[src/rtl/ptw_pkg.sv]
package ptw_pkg;
  localparam int ADDR_W   = 32;
  localparam int OFF_W    = 12;
  localparam int IDX_W    = 10;
  localparam int LEVELS   = 2;
  localparam int ENT_LG   = 2;
  localparam int FRAME_W  = ADDR_W - OFF_W;
  localparam int BIT_PRES = 0;
  localparam int BIT_ACC  = 5;
  localparam int BIT_DIRTY = 6;
  localparam logic [ADDR_W-1:0] FRAME_MASK = {{FRAME_W{1'b1}}, {OFF_W{1'b0}}};

  typedef enum logic [2:0] {
    WK_IDLE, WK_RD_DIR, WK_RD_LEAF, WK_WB, WK_DONE, WK_FAULT
  } walk_state_t;

  // index field of a virtual address for a given tree level
  function automatic logic [IDX_W-1:0] level_index(input logic [ADDR_W-1:0] va, input int lvl);
    logic [ADDR_W-1:0] sh;
    sh = va >> (ADDR_W - (lvl + 1) * IDX_W);
    return sh[IDX_W-1:0];
  endfunction

  // frame of the pointing value combined with a scaled index
  function automatic logic [ADDR_W-1:0] entry_addr(input logic [ADDR_W-1:0] src,
                                                   input logic [IDX_W-1:0] idx);
    return (src & FRAME_MASK) | (ADDR_W'(idx) << ENT_LG);
  endfunction

  // leaf entry after setting accessed, and dirty for writes
  function automatic logic [ADDR_W-1:0] mark_leaf(input logic [ADDR_W-1:0] ent, input logic wr);
    logic [ADDR_W-1:0] r;
    r = ent;
    r[BIT_ACC] = 1'b1;
    if (wr) r[BIT_DIRTY] = 1'b1;
    return r;
  endfunction
endpackage

[src/rtl/ptw_entry_addr.sv]
module ptw_entry_addr
  import ptw_pkg::*;
(
  input  logic [ADDR_W-1:0] src,
  input  logic [IDX_W-1:0]  idx,
  output logic [ADDR_W-1:0] addr
);
  assign addr = entry_addr(src, idx);
endmodule

[src/rtl/ptw_leaf_update.sv]
module ptw_leaf_update
  import ptw_pkg::*;
(
  input  logic [ADDR_W-1:0] entry,
  input  logic              is_write,
  output logic [ADDR_W-1:0] updated,
  output logic              need_wb
);
  assign updated = mark_leaf(entry, is_write);
  assign need_wb = (updated != entry);
endmodule

[src/rtl/tlb_refill_walker.sv]
module tlb_refill_walker
  import ptw_pkg::*;
(
  input  logic              clk,
  input  logic              rst_n,
  input  logic              miss_valid,
  input  logic [31:0]       miss_vaddr,
  input  logic              miss_write,
  input  logic [31:0]       root_base,
  output logic              mem_req,
  output logic              mem_we,
  output logic [31:0]       mem_addr,
  output logic [31:0]       mem_wdata,
  input  logic              mem_ack,
  input  logic [31:0]       mem_rdata,
  output logic              busy,
  output logic              refill_valid,
  output logic [19:0]       refill_vpn,
  output logic [31:0]       refill_pte,
  output logic              fault_valid,
  output logic [31:0]       fault_vaddr,
  output logic              fault_level
);
  walk_state_t       state;
  logic [ADDR_W-1:0] va_q, addr_q, leaf_q;
  logic              wr_q, lvl_q;

  // named internal events
  logic              acc_done;
  logic              ent_present;
  logic              walk_start;
  logic              walk_is_write;
  logic [ADDR_W-1:0] lvl_addr [LEVELS];
  logic [ADDR_W-1:0] leaf_upd;
  logic              leaf_need_wb;

  assign acc_done      = mem_req & mem_ack;
  assign ent_present   = mem_rdata[BIT_PRES];
  assign walk_start    = (state == WK_IDLE) & miss_valid;
  assign walk_is_write = wr_q;

  for (genvar l = 0; l < LEVELS; l++) begin : g_lvl
    if (l == 0) begin : g_root
      ptw_entry_addr u_addr (
        .src  (root_base),
        .idx  (level_index(miss_vaddr, l)),
        .addr (lvl_addr[l])
      );
    end else begin : g_next
      ptw_entry_addr u_addr (
        .src  (mem_rdata),
        .idx  (level_index(va_q, l)),
        .addr (lvl_addr[l])
      );
    end
  end

  ptw_leaf_update u_leaf (
    .entry    (mem_rdata),
    .is_write (wr_q),
    .updated  (leaf_upd),
    .need_wb  (leaf_need_wb)
  );

  always_ff @(posedge clk) begin
    if (!rst_n) begin
      state  <= WK_IDLE;
      va_q   <= '0;
      addr_q <= '0;
      leaf_q <= '0;
      wr_q   <= 1'b0;
      lvl_q  <= 1'b0;
    end else begin
      unique case (state)
        WK_IDLE: if (walk_start) begin
          va_q   <= miss_vaddr;
          wr_q   <= miss_write;
          addr_q <= lvl_addr[0];
          state  <= WK_RD_DIR;
        end
        WK_RD_DIR: if (acc_done) begin
          if (!ent_present) begin
            lvl_q <= 1'b0;
            state <= WK_FAULT;
          end else begin
            addr_q <= lvl_addr[1];
            state  <= WK_RD_LEAF;
          end
        end
        WK_RD_LEAF: if (acc_done) begin
          if (!ent_present) begin
            lvl_q <= 1'b1;
            state <= WK_FAULT;
          end else begin
            leaf_q <= leaf_upd;
            state  <= leaf_need_wb ? WK_WB : WK_DONE;
          end
        end
        WK_WB:    if (acc_done) state <= WK_DONE;
        WK_DONE:  state <= WK_IDLE;
        WK_FAULT: state <= WK_IDLE;
        default:  state <= WK_IDLE;
      endcase
    end
  end

  assign mem_req      = (state == WK_RD_DIR) | (state == WK_RD_LEAF) | (state == WK_WB);
  assign mem_we       = (state == WK_WB);
  assign mem_addr     = addr_q;
  assign mem_wdata    = leaf_q;
  assign busy         = (state != WK_IDLE);
  assign refill_valid = (state == WK_DONE);
  assign refill_vpn   = va_q[ADDR_W-1:OFF_W];
  assign refill_pte   = leaf_q;
  assign fault_valid  = (state == WK_FAULT);
  assign fault_vaddr  = va_q;
  assign fault_level  = lvl_q;
endmodule

[config.mk]
export PLATFORM = sky130hd
export DESIGN_NAME = tlb_refill_walker
export DESIGN_NICKNAME = d
export VERILOG_FILES = /design/src/rtl/ptw_pkg.sv /design/src/rtl/ptw_entry_addr.sv /design/src/rtl/ptw_leaf_update.sv /design/src/rtl/tlb_refill_walker.sv
export SDC_FILE = /design/constraint.sdc
export NUM_CORES = 1
export LEC_CHECK = 0
export BUFFER_PORTS_ARGS = -buffer_cell sky130_fd_sc_hd__buf_2
export CAP_MARGIN = 20
export CORE_UTILIZATION = 48
export CTS_CLUSTER_SIZE = 20
export DETAILED_ROUTE_END_ITERATION = 7
export PLACE_DENSITY_LB_ADDON = 0.1
export SYNTH_ARGS = -nofsm -noshare
export SYNTH_HDL_FRONTEND = slang
export SYNTH_SLANG_ARGS = --single-unit
[constraint.sdc]
create_clock -name clk -period 2.4 [get_ports clk]
set_clock_uncertainty 0.05 [all_clocks]
set_input_delay 0.48 -clock clk [delete_from_list [all_inputs] [get_ports clk]]
set_output_delay 0.48 -clock clk [all_outputs]
set_load 0.005 [all_outputs]
== Yosys cells after proc, flatten, opt, wreduce, memory -nomap -nowiden ==
Index checks and enable logic that the tools add are counted.
Storage, ports and cells
  bits in registers: 101
  bits in latches: 0
  RAM bits: 0
  bits in read-only memories: 0
  input bits: 101
  output and inout bits: 154
  word-level logic and storage cells: 52
  memories: 0
Cells by class
  add/subtract/negate cells: 0
  multiply operators: 0
  div/mod/pow operators: 0
  magnitude comparators: 0
  equal/unequal tests: 13
  shift-type cells: 0
  muxes and demuxes: 18
  bitwise gates (word level): 6
  reductions and logical operators: 9
Operators by type and width (number)
  32-bit two-way mux: 3
  32-bit by 12-bit OR with 32-bit output: 2
  32-bit case mux with 2 select lines: 1
  3-bit two-way mux: 7
  2-bit != test, second input constant: 6
  3-bit case mux with 4 select lines: 1
  4-bit AND reduction: 2
  3-bit by 2-bit == test with 1-bit output, second input constant: 2
  3-bit == test, second input constant: 2
  1-bit two-way mux: 5
  5-bit AND reduction: 1
  2-bit nonzero test: 2
  3-bit by 1-bit == test with 1-bit output, second input constant: 1
  3-bit zero test: 1
  3-bit AND reduction: 1
  3-bit nonzero test: 1
  1-bit bitwise AND: 2
  2-bit by 1-bit != test with 1-bit output, second input constant: 1
  2-bit != test: 1
  1-bit OR: 2
  1-bit case mux with 2 select lines: 1
  2-bit AND reduction: 1

== Depth between registers and ports, before layout ==
Gate-level depths: netlist of run 1.
  depth after elaboration: 6
  depth in mapped cells: 7
  gate-level depth less buffers: 4

== By module ==
From an unflattened synthesis of run 1, not the netlist that was laid out.
Second synthesis, totals
  cells, all modules: 634
  area, all modules: 5695.5 um2
By module, submodules not included
  tlb_refill_walker: instances 1, cells an instance 533, area an instance 4956.0 um2, sequential area each 2021.9 um2
  ptw_entry_addr: instances 2, cells an instance 33, area an instance 244.0 um2, sequential area each 0.0 um2
  ptw_leaf_update: instances 1, cells an instance 35, area an instance 251.5 um2, sequential area each 0.0 um2

== Worst setup path before layout of run 1 ==
OpenSTA, ideal clock, no wires.
  kind: reg-to-output
  from: register state[0]
  to: output port fault_valid
  data arrival time: 1.030 ns
  required time: 1.870 ns
  setup slack: 0.840 ns
  stages on the path, launching flop included: 5
  path buffers: 2
  cell sequence: dfxtp_1 -> buf_2 -> buf_1 -> inv_1 -> nor3b_1
On the way
  word-level cells in the longest chain between the ends: 1
RTL lines
  start: declaration: line tlb_refill_walker.sv:24  | walk_state_t state;
  start signal: assignment: line tlb_refill_walker.sv:96  | state <= leaf_need_wb ? WK_WB : WK_DONE;
  3-bit == test: line tlb_refill_walker.sv:115  | assign fault_valid = (state == WK_FAULT);
  end: declaration: line tlb_refill_walker.sv:20  | output logic fault_valid,
Every way passes these cells.

== Final worst setup path of run 1 ==
  from: register state[1]
  to: register leaf_q[13], in the netlist mem_wdata[13]
On the way
  word-level cells in the longest chain between the ends: 5
  elaborated cells on any way between the ends: 7
  those cells by class: eq/ne: 3; bitwise: 3; reduce/logical: 1
RTL lines
  3-bit by 1-bit == test with 1-bit output / 3-bit by 2-bit == test with 1-bit output (equally long branches): line tlb_refill_walker.sv:107, tlb_refill_walker.sv:74
  1-bit OR (2 in series): line tlb_refill_walker.sv:107  | assign mem_req = (state == WK_RD_DIR) | (state == WK_RD_LEAF) | (state == WK_WB);
  1-bit bitwise AND: line tlb_refill_walker.sv:37  | assign acc_done = mem_req & mem_ack;
  3-bit AND reduction (no source line) (*)
  end signal: assignment: line tlb_refill_walker.sv:95  | leaf_q <= leaf_upd;
  end: declaration: line tlb_refill_walker.sv:25  | logic [ADDR_W-1:0] va_q, addr_q, leaf_q;
Every way passes the cells marked *; elsewhere a longest branch is shown, timed or not.
A chain may end at the register's enable or synchronous reset.

==> out/qor.yml, run 1 <==
run_status:
  status: "finished clean"
synth:
  yosys-top-cells-area: "dfxtp_1, nand2_1, buf_4, a21boi_0, mux2i_1"
  synth-seq-cells: 98
  synth_enable_flop_cells: 0
  ys_types: 33
  synthArstFlopShare_pct: 0
  synth.largest_area_cell: "dfxtp_1"
  netlist_instances: 514
  seq_area_frac_synth_pct: 43.7
  synth_ff_type: "dfxtp_1"
  synth_area_sq_mm: 0.00449
  ys_warn_count: 0
  syn_avg_cell_area_sq_um: 8.74
  yosysTopAreaCellShare_pct: 43.7
die:
  die_area_sq_mm: 0.00975
  ioPinCount: 255
  num_rows: 34
  core-area_sq_mm: 0.00889
  fp.dieW_um: 98.7
  die_h_um: 98.7
  initial_core_util_pct: 50.5
worst_setup_path:
  worst_path_largest_cell_delay_ns: 0.75
  path_buf_inv: 0
  path_class: "flip-flop to flip-flop"
  crit_path_end_kind: "flip-flop"
  crit_cells: 4
  start_kind: "flip-flop"
  cp_cell_sequence: "nand2_2, or4b_4, nand2_1, a21boi_1"
  worst-path-max-fanout: 30
  reg2reg_depth: 4
  critical_path.top_delay_family: "simple AND/OR/NAND/NOR gates"
  arrival_ns: 2.14
  slowest_stage: "or4b_4"
  critPathRequiredTime_ns: 2.59
routing:
  dr_wl_met3_um: 660
  wl_mm: 11.0
  drtAntennaViolNets: 0
  highest_layer: "met4"
  drcViolationCount: 0
  first_iter_violations: 109
  vias: 3969
  met1_length_mm: 4.82
  viasPerCell: 4.97
  drt_first_pass_iters: 4
  dr_wl_met2_mm: 5.44
  wire_per_inst_um: 13.8
finish:
  final_nets: 787
  antenna_cells: 0
  syn_to_final_growth_pct: 23.2
  fin_util_pct: 62.2
  drive_above_1_share_pct: 39.4
worst_hold_path:
  min_path_type: "input port to flip-flop"
  hold_depth: 3
clock_tree:
  cts-root-buf: "clkbuf_8"
  cts_num_sinks: 98
  numCtsBuffers: 9
  cts_hold_buf: 0
  cts_setup_buffers: 0
  clk_path_buf_depth: 2
  cts_max_level: 3
  cts-resized-gates: 0
  insertion_delay_ns: 0.35
  cts.clk_slew.worst_paths_ns: 0.10
  cts_tree: "built"
sta:
  final-max-slew-violation-count: 0
  tns_ns: 0
  fmaxAchievable_mhz: 514
  holdWs_ns: 0.298
  finalHoldViolCount: 0
  grt_setup_unrepaired: "false"
  finalSetupViolations: 0
  finalCritPeriodShare_pct: 81.0
  min_period_ns: 1.94
global_route:
  grt.total_usage_pct: 22.4
  grt.overflow.total: 0
  grt_pass1_wl_mm: 17.4
  first_global_vias: 3554
  grt_max_degree: 39
  antenna_found_initial: 0
power_and_ir_drop:
  power.leakage_nw: 3.00
  power.density_mw_per_mm2: 680
  ir_drop_uv: 382
placed_design:
  hpwl_mm: 8.07
  portBuffers: 240
  place_congestion: 0.814
run:
  maxCapViolCount: 0
==> through the flow <==
step	instances	setup WS (ns)	cell area (sq um)	total power, mW
finish	799	0.456	5530	3.76
global route	799	0.322	5530	3.98
CTS	799	0.475	5530	3.80
detailed placement	783	0.490	5350	2.82
global placement	783	0.505	5350	2.79
floorplan	515	0.840	4490	2.48
==> synth_stat cells, drive strengths merged, types with 2 or more instances <==
cell type,instances
buf,77
nor3b,3
clkbuf,14
nand3,2
o211a,30
a21boi,64
nor2,7
inv,3
a21oi,3
nor3,3
mux2i,30
dfxtp,98
nand2,161
nand2b,3
o21ai,5
==> tightest hold or removal path, delay by kind of cell <==
kind / cells / cell delay, ns
buffers and inverters: 1 / 0.09
and+or+nand+nor: 1 / 0.04
AOI/OAI and AO/OA: 1 / 0.05
==> per-layer routing <==
metal,up-vias,track usage [%]
li1,1989,-
met1,1820,26.8
met2,149,40.0
met3,11,6.03
met4,0,5.05
met5,-,0
==> registers in the layout, indices dropped and copies added, names as in the netlist <==
signal / count
fault_level: 1
state: 3
walk_is_write: 1
mem_wdata: 31
mem_addr: 30
fault_vaddr: 32
==> area by class of cell <==
class	count	area, sq um
Fill cell	787	3360
Sequential cell	98	1960
Multi-Input combinational cell	323	1940
Timing Repair Buffer	251	1300
Clock buffer	11	141
Tap cell	108	135
Clock inverter	5	38.8
Inverter	3	11.3
==> worst paths after layout <==
path	endpoint	from	slack, ns
worst min-delay path	mem_wdata[2]	mem_rdata[2]	0.30
worst max-delay path	mem_wdata[13]	state[1]	0.46
worst min register to register	fault_vaddr[11]	fault_vaddr[11]	0.42
worst max register to register	mem_wdata[13]	state[1]	0.46
==> layout by cell type (no fill, tap or decap), types with 2 or more instances in the layout <==
cell type	Yosys	layout
nand3_1	2	2
nand2_1	160	160
dfxtp_1	98	97
clkinv_4	0	2
a21boi_0	43	43
o211a_1	30	30
buf_4	60	10
a21oi_1	3	3
nand2b_1	3	3
conb_1	1	2
o21ai_0	5	5
inv_1	3	3
nor2_1	7	7
clkbuf_8	0	10
nor3_1	2	2
mux2i_1	30	30
buf_2	15	240
nor3b_1	3	3
a21boi_1	20	20
==> cell families (layout without fill, tap and decap cells) <==
logic type | Yosys count | count (layout) | share of synthesized area, %
AO/OA/AOI/OAI | 106 | 106 | 19.2
buffers and inverters | 94 | 270 | 13.5
AND/OR/NAND/NOR | 185 | 185 | 16.9
multiplexers | 30 | 30 | 6.69
other | 1 | 2 | 0.0835
flip-flops | 98 | 98 | 43.7
==> power breakdown <==
group | switching (mW) | internal (mW)
sequential | 0.116 | 1.78
combinational | 0.449 | 0.421
clock | 0.578 | 0.412
(Power assumes the default switching activity.)
==> run 2, diff against run 1 <==
--- a/config.mk
+++ b/config.mk
@@ -7,7 +7,7 @@
 export LEC_CHECK = 0
 export BUFFER_PORTS_ARGS = -buffer_cell sky130_fd_sc_hd__buf_2
 export CAP_MARGIN = 20
-export CORE_UTILIZATION = 48
+export CORE_UTILIZATION = 40
 export CTS_CLUSTER_SIZE = 20
 export DETAILED_ROUTE_END_ITERATION = 7
 export PLACE_DENSITY_LB_ADDON = 0.1
==> constraint.sdc (replaced) <==
create_clock -name clk -period 1.7 [get_ports clk]
set_clock_uncertainty 0.05 [all_clocks]
set_input_delay 0.34 -clock clk [delete_from_list [all_inputs] [get_ports clk]]
set_output_delay 0.34 -clock clk [all_outputs]
set_load 0.005 [all_outputs]
==> run 2 against run 1 <==
  * Total power is 50% higher
  * Largest cell class unchanged
  * Sequential power rose by 40%
  * Die area up 20%
  * Critical endpoint is now mem_addr[8]
  * Count of clock-buffer cells in the layout grew 2
  * Worst hold slack lost 0.13 ns
  * Cell area increased by 5.5%
==> out/qor.yml, run 2 (same netlist as run 1, synthesis figures left out) <==
worst_setup_path:
  path_buf_inv: 4
  reg2reg_to: "mem_addr[8]"
  cp_cell_sequence: "buf_12, buf_4, nand2b_1, a21boi_4, buf_4, buf_12, nand2_1, o211a_1"
  crit_cells: 8
  crit_path_end_kind: "flip-flop"
  arrival_ns: 1.86
  r2r_setup_slack_ns: 0.04
  critPathRequiredTime_ns: 1.90
  path_class: "flip-flop to flip-flop"
  worst_path_largest_cell_delay_ns: 0.37
  slowest_stage: "dfxtp_4"
  critical_path.top_delay_family: "buffers and inverters"
  reg2reg_depth: 8
  worst-path-max-fanout: 26
  timing.rr.start: "state[0]"
  start_kind: "flip-flop"
placed_design:
  place_congestion: 0.770
  placed_area_sq_mm: 0.00549
  hpwl_mm: 8.29
  portBuffers: 240
  place_ws_ns: 0.0191
clock_tree:
  clk_path_buf_depth: 2
  cts_num_sinks: 98
  cts-root-buf: "clkbuf_8"
  numCtsBuffers: 9
  cts_max_level: 3
  insertion_delay_ns: 0.36
  cts_hold_buf: 0
  cts.clk_slew.worst_paths_ns: 0.08
  cts_tree: "built"
sta:
  fmaxAchievable_mhz: 601
  grt_setup_unrepaired: "true"
  finalCritPeriodShare_pct: 97.8
  min_period_ns: 1.66
  finalSetupViolations: 0
  setup_ws_ns: 0.0374
  final-max-slew-violation-count: 0
  tns_ns: 0
  finalHoldViolCount: 0
finish:
  drive_above_1_share_pct: 41.3
  fin_util_pct: 53.6
  final_nets: 802
  final_cell_area_sq_mm: 0.00584
  final_cell_mix: "buf_2, nand2_1, dfxtp_1, a21boi_0"
  antenna_cells: 0
  syn_to_final_growth_pct: 30.0
  layout_commonest_cell: "buf_2"
  largest_reg_flops: 32
run:
  maxCapViolCount: 0
routing:
  viasPerCell: 4.75
  drtAntennaViolNets: 0
  wire_per_inst_um: 13.8
  drt_first_pass_iters: 6
  wl_mm: 11.7
  vias: 4012
  drcViolationCount: 0
  first_iter_violations: 160
global_route:
  grt.total_usage_pct: 19.0
  grt_pass1_wl_mm: 17.3
  first_global_vias: 3542
  antenna_found_initial: 0
  grt_max_degree: 35
  grt.overflow.total: 0
die:
  num_rows: 38
  fp.dieW_um: 108
  die_area_sq_mm: 0.0117
  initial_core_util_pct: 41.2
  core-area_sq_mm: 0.0109
  die_h_um: 108
  ioPinCount: 255
worst_hold_path:
  hold-path-endpoint: "mem_wdata[7]"
  hold_depth: 3
  min_path_type: "input port to flip-flop"
  hold_start: "mem_rdata[7]"
power_and_ir_drop:
  ir_drop_uv: 433
  power.density_mw_per_mm2: 966
  power.leakage_nw: 3.14
run_status:
  status: "finished clean"
## run 2: how the worst max path moves through the flow
stage / start / endpoint / slack, ns
after floorplan: state[1] / mem_wdata[16] / 0.24
after CTS: state[2] / fault_valid / 0.005
after global placement: mem_rdata[0] / mem_wdata[6] / 0.04
final: state[0] / mem_addr[8] / 0.04
after detailed placement: mem_rdata[0] / mem_wdata[27] / 0.02
after global routing: state[0] / mem_wdata[6] / -0.06
## run 2: cell type report
cell class,count,area (sq um)
flip-flops and latches,98,1970
well taps,140,175
clock inverters,2,35.0
fillers,1072,5050
clock buffers,13,169
inverters,3,11.3
repair buffers,266,1520
multi-input cells,323,1960
## run 2: repair_timing
action	in CTS	in global routing
cloned	0	2
endpoints found under the hold margin	0	0
setup endpoints to repair	4	32
gates resized for setup	5	5
pin swaps	0	2
setup buffers	2	4
## run 2: tightest hold or removal path: stages
cell	delay, ns
buf_2	0.09
nand2_1	0.05
a21boi_1	0.05
## run 2: layer usage
layer	wire [um]	up-vias	track usage [%]	part of all wire [%]
met5	0	-	0	0
met4	109	0	5.87	0.93
met3	824	10	5.97	7.1
met2	5580	135	32.0	48
met1	5170	1851	23.1	44
li1	-	2016	-	-
## run 2: stage by stage
step	std cells	hold WS (ns)	total power, mW
4_1_cts	839	0.147	5.64
3_5_place_dp	822	0.407	4.05
5_1_grt	845	0.146	5.98
6_report	845	0.165	5.64
2_1_floorplan	515	0.410	3.50
3_3_place_gp	822	0.397	4.03
## run 2: power breakdown
group	switching [mW]	leakage (nW)	internal [mW]
Clock	0.751	0.106	0.792
Combinational	0.704	2.23	0.733
Sequential	0.140	0.803	2.52
Total	1.59	3.14	4.05
